[src/rtl/tag_pkg.sv]
package tag_pkg;
  typedef enum logic [1:0] {
    LAYOUT_RASTER = 2'd0,
    LAYOUT_TILED  = 2'd1
  } layout_e;

  localparam int MICRO_SHIFT   = 6;   // 64-byte micro-tile
  localparam int SUBTILE_SHIFT = 10;  // 1 KB subtile
  localparam int TILE_SHIFT    = 12;  // 4 KB tile
  localparam int TILE_PIX_LOG2 = 5;   // 32 pixels per tile edge
endpackage

[src/rtl/subtile_slot.sv]
module subtile_slot (
  input  logic       odd_row,
  input  logic       top_half,
  input  logic       right_half,
  output logic [1:0] slot
);
  always_comb begin
    unique case ({odd_row, top_half, right_half})
      3'b0_0_0: slot = 2'd0; // even: bottom-left
      3'b0_1_0: slot = 2'd1; // even: top-left
      3'b0_1_1: slot = 2'd2; // even: top-right
      3'b0_0_1: slot = 2'd3; // even: bottom-right
      3'b1_1_1: slot = 2'd0; // odd: top-right
      3'b1_0_1: slot = 2'd1; // odd: bottom-right
      3'b1_0_0: slot = 2'd2; // odd: bottom-left
      default:  slot = 2'd3; // odd: top-left
    endcase
  end
endmodule

[src/rtl/raster_calc.sv]
module raster_calc #(
  parameter int COORD_W = 11,
  parameter int PITCH_W = 16,
  parameter int OFF_W   = 32
) (
  input  logic [COORD_W-1:0] x,
  input  logic [COORD_W-1:0] y,
  input  logic [PITCH_W-1:0] pitch,
  output logic [OFF_W-1:0]   offset
);
  logic [OFF_W-1:0] row_bytes;
  logic [OFF_W-1:0] col_bytes;

  always_comb begin
    row_bytes = OFF_W'(y) * OFF_W'(pitch);
    col_bytes = OFF_W'(x) << 2;
    offset    = row_bytes + col_bytes;
  end
endmodule

[src/rtl/tiled_calc.sv]
module tiled_calc
  import tag_pkg::*;
#(
  parameter int COORD_W = 11,
  parameter int OFF_W   = 32
) (
  input  logic [COORD_W-1:0] x,
  input  logic [COORD_W-1:0] y,
  input  logic [COORD_W:0]   width,
  output logic [OFF_W-1:0]   offset
);
  logic [OFF_W-1:0] tile_row, tile_col, tiles_per_row, stored_col;
  logic [OFF_W-1:0] tile_base, sub_part, micro_part, pix_part;
  logic [1:0]       slot;
  logic             odd_row;
  logic [3:0]       micro_idx;
  logic [3:0]       pix_idx;

  assign odd_row = y[TILE_PIX_LOG2];

  subtile_slot u_slot (
    .odd_row    (odd_row),
    .top_half   (y[4]),
    .right_half (x[4]),
    .slot       (slot)
  );

  always_comb begin
    tile_row      = OFF_W'(y >> TILE_PIX_LOG2);
    tile_col      = OFF_W'(x >> TILE_PIX_LOG2);
    tiles_per_row = (OFF_W'(width) + OFF_W'(31)) >> TILE_PIX_LOG2;
    stored_col    = odd_row ? (tiles_per_row - OFF_W'(1) - tile_col) : tile_col;
    tile_base     = (tile_row * tiles_per_row + stored_col) << TILE_SHIFT;
    sub_part      = OFF_W'(slot) << SUBTILE_SHIFT;
    micro_idx     = {y[3:2], x[3:2]};
    micro_part    = OFF_W'(micro_idx) << MICRO_SHIFT;
    pix_idx       = {y[1:0], x[1:0]};
    pix_part      = OFF_W'(pix_idx) << 2;
    offset        = tile_base + sub_part + micro_part + pix_part;
  end
endmodule

[src/rtl/addr_out_stage.sv]
module addr_out_stage #(
  parameter int OFF_W = 32
) (
  input  logic             clk,
  input  logic             rst_n,
  input  logic             in_valid,
  output logic             in_ready,
  input  logic [OFF_W-1:0] next_offset,
  input  logic             next_err,
  output logic             out_valid,
  input  logic             out_ready,
  output logic [OFF_W-1:0] out_offset,
  output logic             out_err
);
  logic take;

  assign in_ready = !out_valid || out_ready;
  assign take     = in_valid && in_ready;

  always_ff @(posedge clk) begin
    if (!rst_n) begin
      out_valid  <= 1'b0;
      out_offset <= '0;
      out_err    <= 1'b0;
    end else if (take) begin
      out_valid  <= 1'b1;
      out_offset <= next_offset;
      out_err    <= next_err;
    end else if (out_ready) begin
      out_valid  <= 1'b0;
    end
  end

  // a stalled result is held unchanged
  a_r3_hold_stable: assert property (@(posedge clk) disable iff (!rst_n)
    (out_valid && !out_ready) |=> (out_valid && $stable(out_offset) && $stable(out_err)));

  // an accepted request yields a result on the next cycle
  a_r2_result_next: assert property (@(posedge clk) disable iff (!rst_n)
    (in_valid && in_ready) |=> out_valid);

  // an error result carries a zero offset
  a_r10_err_zero: assert property (@(posedge clk) disable iff (!rst_n)
    (out_valid && out_err) |-> (out_offset == '0));
endmodule

[src/rtl/tiled_addr_gen.sv]
module tiled_addr_gen
  import tag_pkg::*;
#(
  parameter int COORD_W = 11,
  parameter int PITCH_W = 16,
  parameter int OFF_W   = 32
) (
  input  logic               clk,
  input  logic               rst_n,
  input  logic               in_valid,
  output logic               in_ready,
  input  logic [COORD_W-1:0] in_x,
  input  logic [COORD_W-1:0] in_y,
  input  logic [COORD_W:0]   in_width,
  input  logic [PITCH_W-1:0] in_pitch,
  input  logic [1:0]         in_mode,
  output logic               out_valid,
  input  logic               out_ready,
  output logic [OFF_W-1:0]   out_offset,
  output logic               out_err
);
  logic [OFF_W-1:0] raster_off, tiled_off, sel_off;
  logic             sel_err;

  raster_calc #(.COORD_W(COORD_W), .PITCH_W(PITCH_W), .OFF_W(OFF_W)) u_raster (
    .x(in_x), .y(in_y), .pitch(in_pitch), .offset(raster_off)
  );

  tiled_calc #(.COORD_W(COORD_W), .OFF_W(OFF_W)) u_tiled (
    .x(in_x), .y(in_y), .width(in_width), .offset(tiled_off)
  );

  always_comb begin
    sel_err = 1'b0;
    unique case (in_mode)
      LAYOUT_RASTER: sel_off = raster_off;
      LAYOUT_TILED:  sel_off = tiled_off;
      default: begin
        sel_off = '0;
        sel_err = 1'b1;
      end
    endcase
  end

  addr_out_stage #(.OFF_W(OFF_W)) u_out (
    .clk(clk), .rst_n(rst_n),
    .in_valid(in_valid), .in_ready(in_ready),
    .next_offset(sel_off), .next_err(sel_err),
    .out_valid(out_valid), .out_ready(out_ready),
    .out_offset(out_offset), .out_err(out_err)
  );

  // a supported mode never raises the error flag
  a_r10_good_mode: assert property (@(posedge clk) disable iff (!rst_n)
    (in_valid && in_ready && (in_mode[1] == 1'b0)) |=> !out_err);
endmodule

[config.mk]
export PLATFORM = sky130hd
export DESIGN_NAME = tiled_addr_gen
export DESIGN_NICKNAME = d
export VERILOG_FILES = /design/src/rtl/tag_pkg.sv /design/src/rtl/subtile_slot.sv /design/src/rtl/raster_calc.sv /design/src/rtl/tiled_calc.sv /design/src/rtl/addr_out_stage.sv /design/src/rtl/tiled_addr_gen.sv
export SDC_FILE = /design/constraint.sdc
export NUM_CORES = 1
export LEC_CHECK = 0
export BUFFER_PORTS_ARGS = -buffer_cell sky130_fd_sc_hd__buf_2
export CAP_MARGIN = 30
export CORE_MARGIN = 3
export CORE_UTILIZATION = 45
export CTS_CLUSTER_SIZE = 40
export DETAILED_ROUTE_END_ITERATION = 6
export PLACE_DENSITY = 0.64
export SYNTH_ARGS = -nofsm -noshare
export SYNTH_HDL_FRONTEND = slang
export SYNTH_SLANG_ARGS = --single-unit
export TNS_END_PERCENT = 5
[constraint.sdc]
create_clock -name clk -period 9.7 [get_ports clk]
set_clock_uncertainty 0.1 [all_clocks]
set_input_delay 1.94 -clock clk [delete_from_list [all_inputs] [get_ports clk]]
set_output_delay 1.94 -clock clk [all_outputs]
set_load 0.01 [all_outputs]
**Word level (Yosys, flattened, before mapping)**

Index checks and enable logic that the tools add are counted.

- Add/subtract/negate cells: 8
- Multiply operators: 2
- Equal/unequal tests: 6
- Muxes and demuxes: 6
- Reduce and logical (&&, ||, !) cells: 10

Operators by type and width:

| cell | number |
|---|---|
| 32-bit case mux with 2 select lines | 1 |
| 32-bit by 10-bit adder with 32-bit output | 1 |
| 32-bit by 12-bit adder with 32-bit output | 1 |
| 32-bit by 6-bit adder with 32-bit output | 1 |
| 27-bit by 13-bit adder with 28-bit output | 1 |
| 11-bit by 16-bit multiplier with 27-bit output | 1 |
| 6-bit by 27-bit multiplier with 20-bit output | 1 |
| 20-bit adder | 1 |
| 20-bit two-way mux | 1 |
| 20-bit by 1-bit subtractor with 20-bit output, second input constant | 1 |
| 20-bit by 6-bit subtractor with 20-bit output | 1 |
| 12-bit by 5-bit adder with 13-bit output, second input constant | 1 |
| 3-bit == test, second input constant | 3 |
| 2-bit OR reduction | 4 |
| 3-bit by 2-bit == test with 1-bit output, second input constant | 2 |
| 2-bit case mux with 3 select lines | 1 |
| 3-bit logical NOT | 1 |
| 1-bit two-way mux | 3 |
| 2-bit by 1-bit == test with 1-bit output, second input constant | 1 |
| 2-bit logical NOT | 1 |
| 2-bit nonzero test | 1 |
| 1-bit logical AND | 1 |
| 1-bit logical NOT | 1 |
| 1-bit logical OR | 1 |

- Flip-flop bits (word level): 34
- Word-level logic and storage cells: 35

**Longest topological paths before layout**

- Word-level depth: 9
- Gate-level depth with buffers: 25
- Gate-level depth less buffers: 25

**Hierarchy**

Synthesis repeated with hierarchy kept, for this count alone.

- Cells, all modules: 1281
- Area, all modules: 10857.9 um2

Modules (own cells, without submodules):

| module | instances | cells each | area each (um2) | seq. area each (um2) |
|---|---|---|---|---|
| raster_calc | 1 | 715 | 6067.1 | 0.0 |
| tiled_calc | 1 | 343 | 2839.0 | 0.0 |
| addr_out_stage | 1 | 148 | 1395.1 | 680.7 |
| tiled_addr_gen | 1 | 73 | 539.3 | 0.0 |
| subtile_slot | 1 | 2 | 17.5 | 0.0 |

**Worst setup path after synthesis**

No wires, ideal clock.

- Kind: input -> register
- Start: input port in_y[5]
- End: register u_out.out_offset[26]
- Library setup time: 0.069 ns
- Arrival time: 7.585 ns
- Required time: 9.531 ns
- Path slack: 1.946 ns
- Cell stages on the path: 22
- Buffers on the path: 4
- Cell sequence: clkbuf_1 -> buf_1 -> buf_1 -> nand2_1 -> fa_1 -> inv_1 -> fa_1 -> fa_1 -> fa_1 -> inv_1 -> fa_1 -> inv_1 -> ha_1 -> buf_4 -> a211o_1 -> o211ai_2 -> o31ai_2 -> a221o_1 -> a311o_1 -> a2111oi_2 -> a41oi_1 -> o21ai_1

- Cells in the longest elaborated chain, start to end: 7
- Elaborated cells on any way between the ends: 19
- Those cells by class: 5 x add/sub; 2 x mul; 5 x eq/ne; 3 x mux; 4 x reduce/logical

Ends and longest elaborated chain:

| what | RTL line | text |
|---|---|---|
| from (decl) | tiled_addr_gen.sv:13 | `input logic [COORD_W-1:0] in_y,` |
| parallel branches: the longest is 6 deep, another holds 32-bit by 12-bit adder with 32-bit output | - |  |
| 32-bit case mux with 2 select lines * | tiled_addr_gen.sv:35 | `unique case (in_mode)` |
| to (signal assigned) | addr_out_stage.sv:27 | `out_offset <= next_offset;` |
| to (decl) | addr_out_stage.sv:12 | `output logic [OFF_W-1:0] out_offset,` |

Every way passes the cells marked *.
A chain may end at the register's enable or synchronous reset.

**Worst setup path in the final report**

- Start: input port in_width[1]
- End: register u_out.out_offset[26]

- Cells in the longest elaborated chain, start to end: 9
- Elaborated cells on any way between the ends: 10
- Those cells by class: 7 x add/sub; 1 x mul; 2 x mux

Ends and longest elaborated chain:

| what | RTL line | text |
|---|---|---|
| from (decl) | tiled_addr_gen.sv:14 | `input logic [COORD_W:0] in_width,` |
| 12-bit by 5-bit adder with 13-bit output * | tiled_calc.sv:31 | `tiles_per_row = (OFF_W'(width) + OFF_W'(31)) >> TILE_PIX_LOG2;` |
| parallel branches: the longest is 3 deep, another holds 6-bit by 27-bit multiplier with 20-bit output | - |  |
| 20-bit adder * | tiled_calc.sv:33 | `tile_base = (tile_row * tiles_per_row + stored_col) << TILE_SHIFT;` |
| 32-bit by 12-bit adder with 32-bit output * | tiled_calc.sv:39 | `offset = tile_base + sub_part + micro_part + pix_part;` |
| 32-bit by 10-bit adder with 32-bit output * | tiled_calc.sv:39 |  |
| 32-bit by 6-bit adder with 32-bit output * | tiled_calc.sv:39 |  |
| 32-bit case mux with 2 select lines * | tiled_addr_gen.sv:35 |  |

Marks and branches as above.

==> out/metrics.yaml <==
synth_edf_count: 0
synth_compound_area_share_pct: 11.21
drtIter0Drc: 383
finalHoldViolations: 0
seq_area_frac_synth_pct: 6.695
ys_dominant_reg_cell: "dfxtp_1"
fin_crit_sh_pct: 79.88
cts_buffers: 5
cp_data_required_time_ps: 9750
async_flop_share_pct: 0
netlist_top_cells_area: "fa_1, ha_1, inv_1, dfxtp_1, nand2_1"
synth_adder_area_share_pct: 47.38
reg2reg_depth: 5
via_count: 8091
r2r_slack_ps: 7190
min_path_cells: 2
synth_nets: 1568
netlist_area_mm2: 0.01017
clk_latency_ps: 280
synth-simple-area-share_pct: 18.36
grt_use_total_pct: 20.84
fill_cells: 2208
clock-sinks: 34
setup_viol: 0
portBuffers: 90
post-cts-setup-buffer-count: 0
dp_hpwl_um: 20680
antenna_found_initial: 0
synth.avg_cell_area_um2: 8.253
overflow: 0
initial_core_util_pct: 46.16
yosys.area.top_type: "fa_1"
dpl_cell_area_mm2: 0.01076
die_area_mm2: 0.02443
path_class: "in2reg"
leakage_nw: 5.636
cp-start-kind: "input pin"
finalWeightedCongestion: 0.8877
final_nets: 1612
num_io_pins: 91
die_x_um: 156.3
synth_top_family_by_area: "adder cells"
hold_class: "reg2reg"
htree_levels: 2
ys_types: 62
path_max_fanout: 6
cts_tree: "yes"
max_slew_margin_pct: 45.28
firstDrtPassIters: 5
postCtsHoldBufs: 0
p_per_area_mw_per_mm2: 268.1
cts.repair.resized: 0
cpMostUsedCell: "ha_1"
vdd_drop_max_mv: 0.1721
synthToLayoutAreaGrowth_pct: 7.224
grt_pass1_vias: 8188
fmax_ghz: 0.1291
final_common_cell: "inv_1"
hp-start: "u_out.out_offset[29]"
worst_ep_arrival_time_ps: 7790
synth_top_area_share_pct: 34.46
core_area_mm2: 0.02203
synth_xor_xnor_area_share_pct: 3.446
final_cell_area_mm2: 0.01090
slew_violations: 0
ys_seq_elements: 34
fin_crit_ps: 7748
worst_pin_slew_ps: 817.8
slowest_delay_ps: 550
ys_warn_count: 0
final_cell_mix: "inv_1, fa_1, nand2_1, ha_1, buf_2"
worstReg2RegEnd: "u_out.out_offset[21]"
ant_nets: 0
antenna_cells: 0
drc: 0
grt_max_degree: 32
cts_buffer_depth: 2
clk_pin_slew_worst_paths_ps: 60
root_buffer: "clkbuf_16"
rsz0062_at_grt: "false"
setup_tns_ps: 0
totalWireLength_um: 24460
routed_via_density: 5.197
syn_inst: 1232
avgRoutedWirePerCell_um: 15.71
status: "complete, no violations"
critPathCaptureType: "flip-flop"
drive_gt1_share_pct: 9.084
cap_violations: 0
r2r_start: "u_out.out_valid"
yosys-mux-area-fraction_pct: 1.108
slowest_stage: "fa_1"
grt_first_pass_wirelength_um: 41770
whs_endpoint: "u_out.out_offset[29]"
rows: 54
chipHeight_um: 156.3
## flip-flops by register name, summed over array words and instances (netlist names)
name	flops
u_out.out_offset	32
u_out.out_err	1
u_out.out_valid	1
## power breakdown
part / internal (mW) / leakage [nW] / switching (mW) / total, mW
Combinational: 1.07 / 5.29 / 1.52 / 2.59
Sequential: 0.163 / 0.277 / 0.0118 / 0.175
Clock: 0.0952 / 0.0708 / 0.0624 / 0.158
Total: 1.33 / 5.64 / 1.60 / 2.92
## how the worst max path moves through the flow
stage                startpoint                   end  slack, ps
finish              in_width[1]  u_out.out_offset[26]       1950
global route        in_width[1]  u_out.out_offset[26]       1520
CTS                 in_width[1]  u_out.out_offset[26]       1970
detailed placement  in_width[1]  u_out.out_offset[26]       1700
global placement    in_width[1]  u_out.out_offset[26]       1840
floorplan               in_y[5]  u_out.out_offset[26]       1950
## logic make-up (layout without fill, tap and decap cells)
group / after synthesis / count (layout)
compound gates: 171 / 171
xor+xnor: 40 / 40
fa+ha+maj: 280 / 280
buf+inv: 315 / 360
flops: 34 / 34
mux: 11 / 11
simple gates: 381 / 381
## cell type report
class / instances / area, um^2 / share of cell area, %
tap: 280 / 350.3 / 3.214
clock buffer: 6 / 128.9 / 1.182
clock inverter: 2 / 13.76 / 0.1262
sequential: 34 / 680.7 / 6.244
timing repair buffer: 92 / 465.4 / 4.269
multi-input combinational: 883 / 8287 / 76.01
inverter: 260 / 975.9 / 8.952
## through the flow
| stage | worst slack (ps) | utilization (%) | hold WS, ps | total power, mW | std cells |
|---|---|---|---|---|---|
| after floorplan | 1946 | - | 382.7 | 2.171 | 1232 |
| after global placement | 1838 | 48.85 | 337.1 | 2.758 | 1549 |
| after detailed placement | 1703 | 48.85 | 338.2 | 2.760 | 1549 |
| after CTS | 1973 | 49.49 | 351.7 | 2.939 | 1557 |
| after global routing | 1524 | 49.49 | 373.8 | 3.282 | 1557 |
| final | 1952 | 49.49 | 345.6 | 2.923 | 1557 |
## worst max-delay path: cells and delay by family
family | cells | cell delay [ps]
AO/OA/AOI/OAI | 11 | 2120
AND/OR/NAND/NOR | 5 | 1350
XOR/XNOR | 2 | 590
adder cells (fa/ha/maj) | 4 | 1450
buffers and inverters | 3 | 300
## per-layer routing
layer	track usage (%)	vias to the layer above	part of all wire (%)
met4	3.460	0	1.8
met1	28.01	4027	44
met5	0	-	0
li1	-	3897	-
met2	37.41	138	51
met3	1.687	29	2.8
## Yosys cell counts (11+ instances only)
| library cell | n |
|---|---|
| o21ai_0 | 40 |
| and2_1 | 86 |
| ha_1 | 105 |
| a21o_1 | 14 |
| nand3_1 | 11 |
| xnor2_1 | 27 |
| clkbuf_1 | 47 |
| xor2_1 | 13 |
| a21oi_1 | 41 |
| dfxtp_1 | 34 |
| nor3_1 | 12 |
| fa_1 | 175 |
| o21a_1 | 12 |
| inv_1 | 260 |
| nand2_1 | 159 |
| nor2_1 | 47 |
| nand2b_1 | 12 |
| nor2b_1 | 29 |
Power figures use the tool's default switching activity.
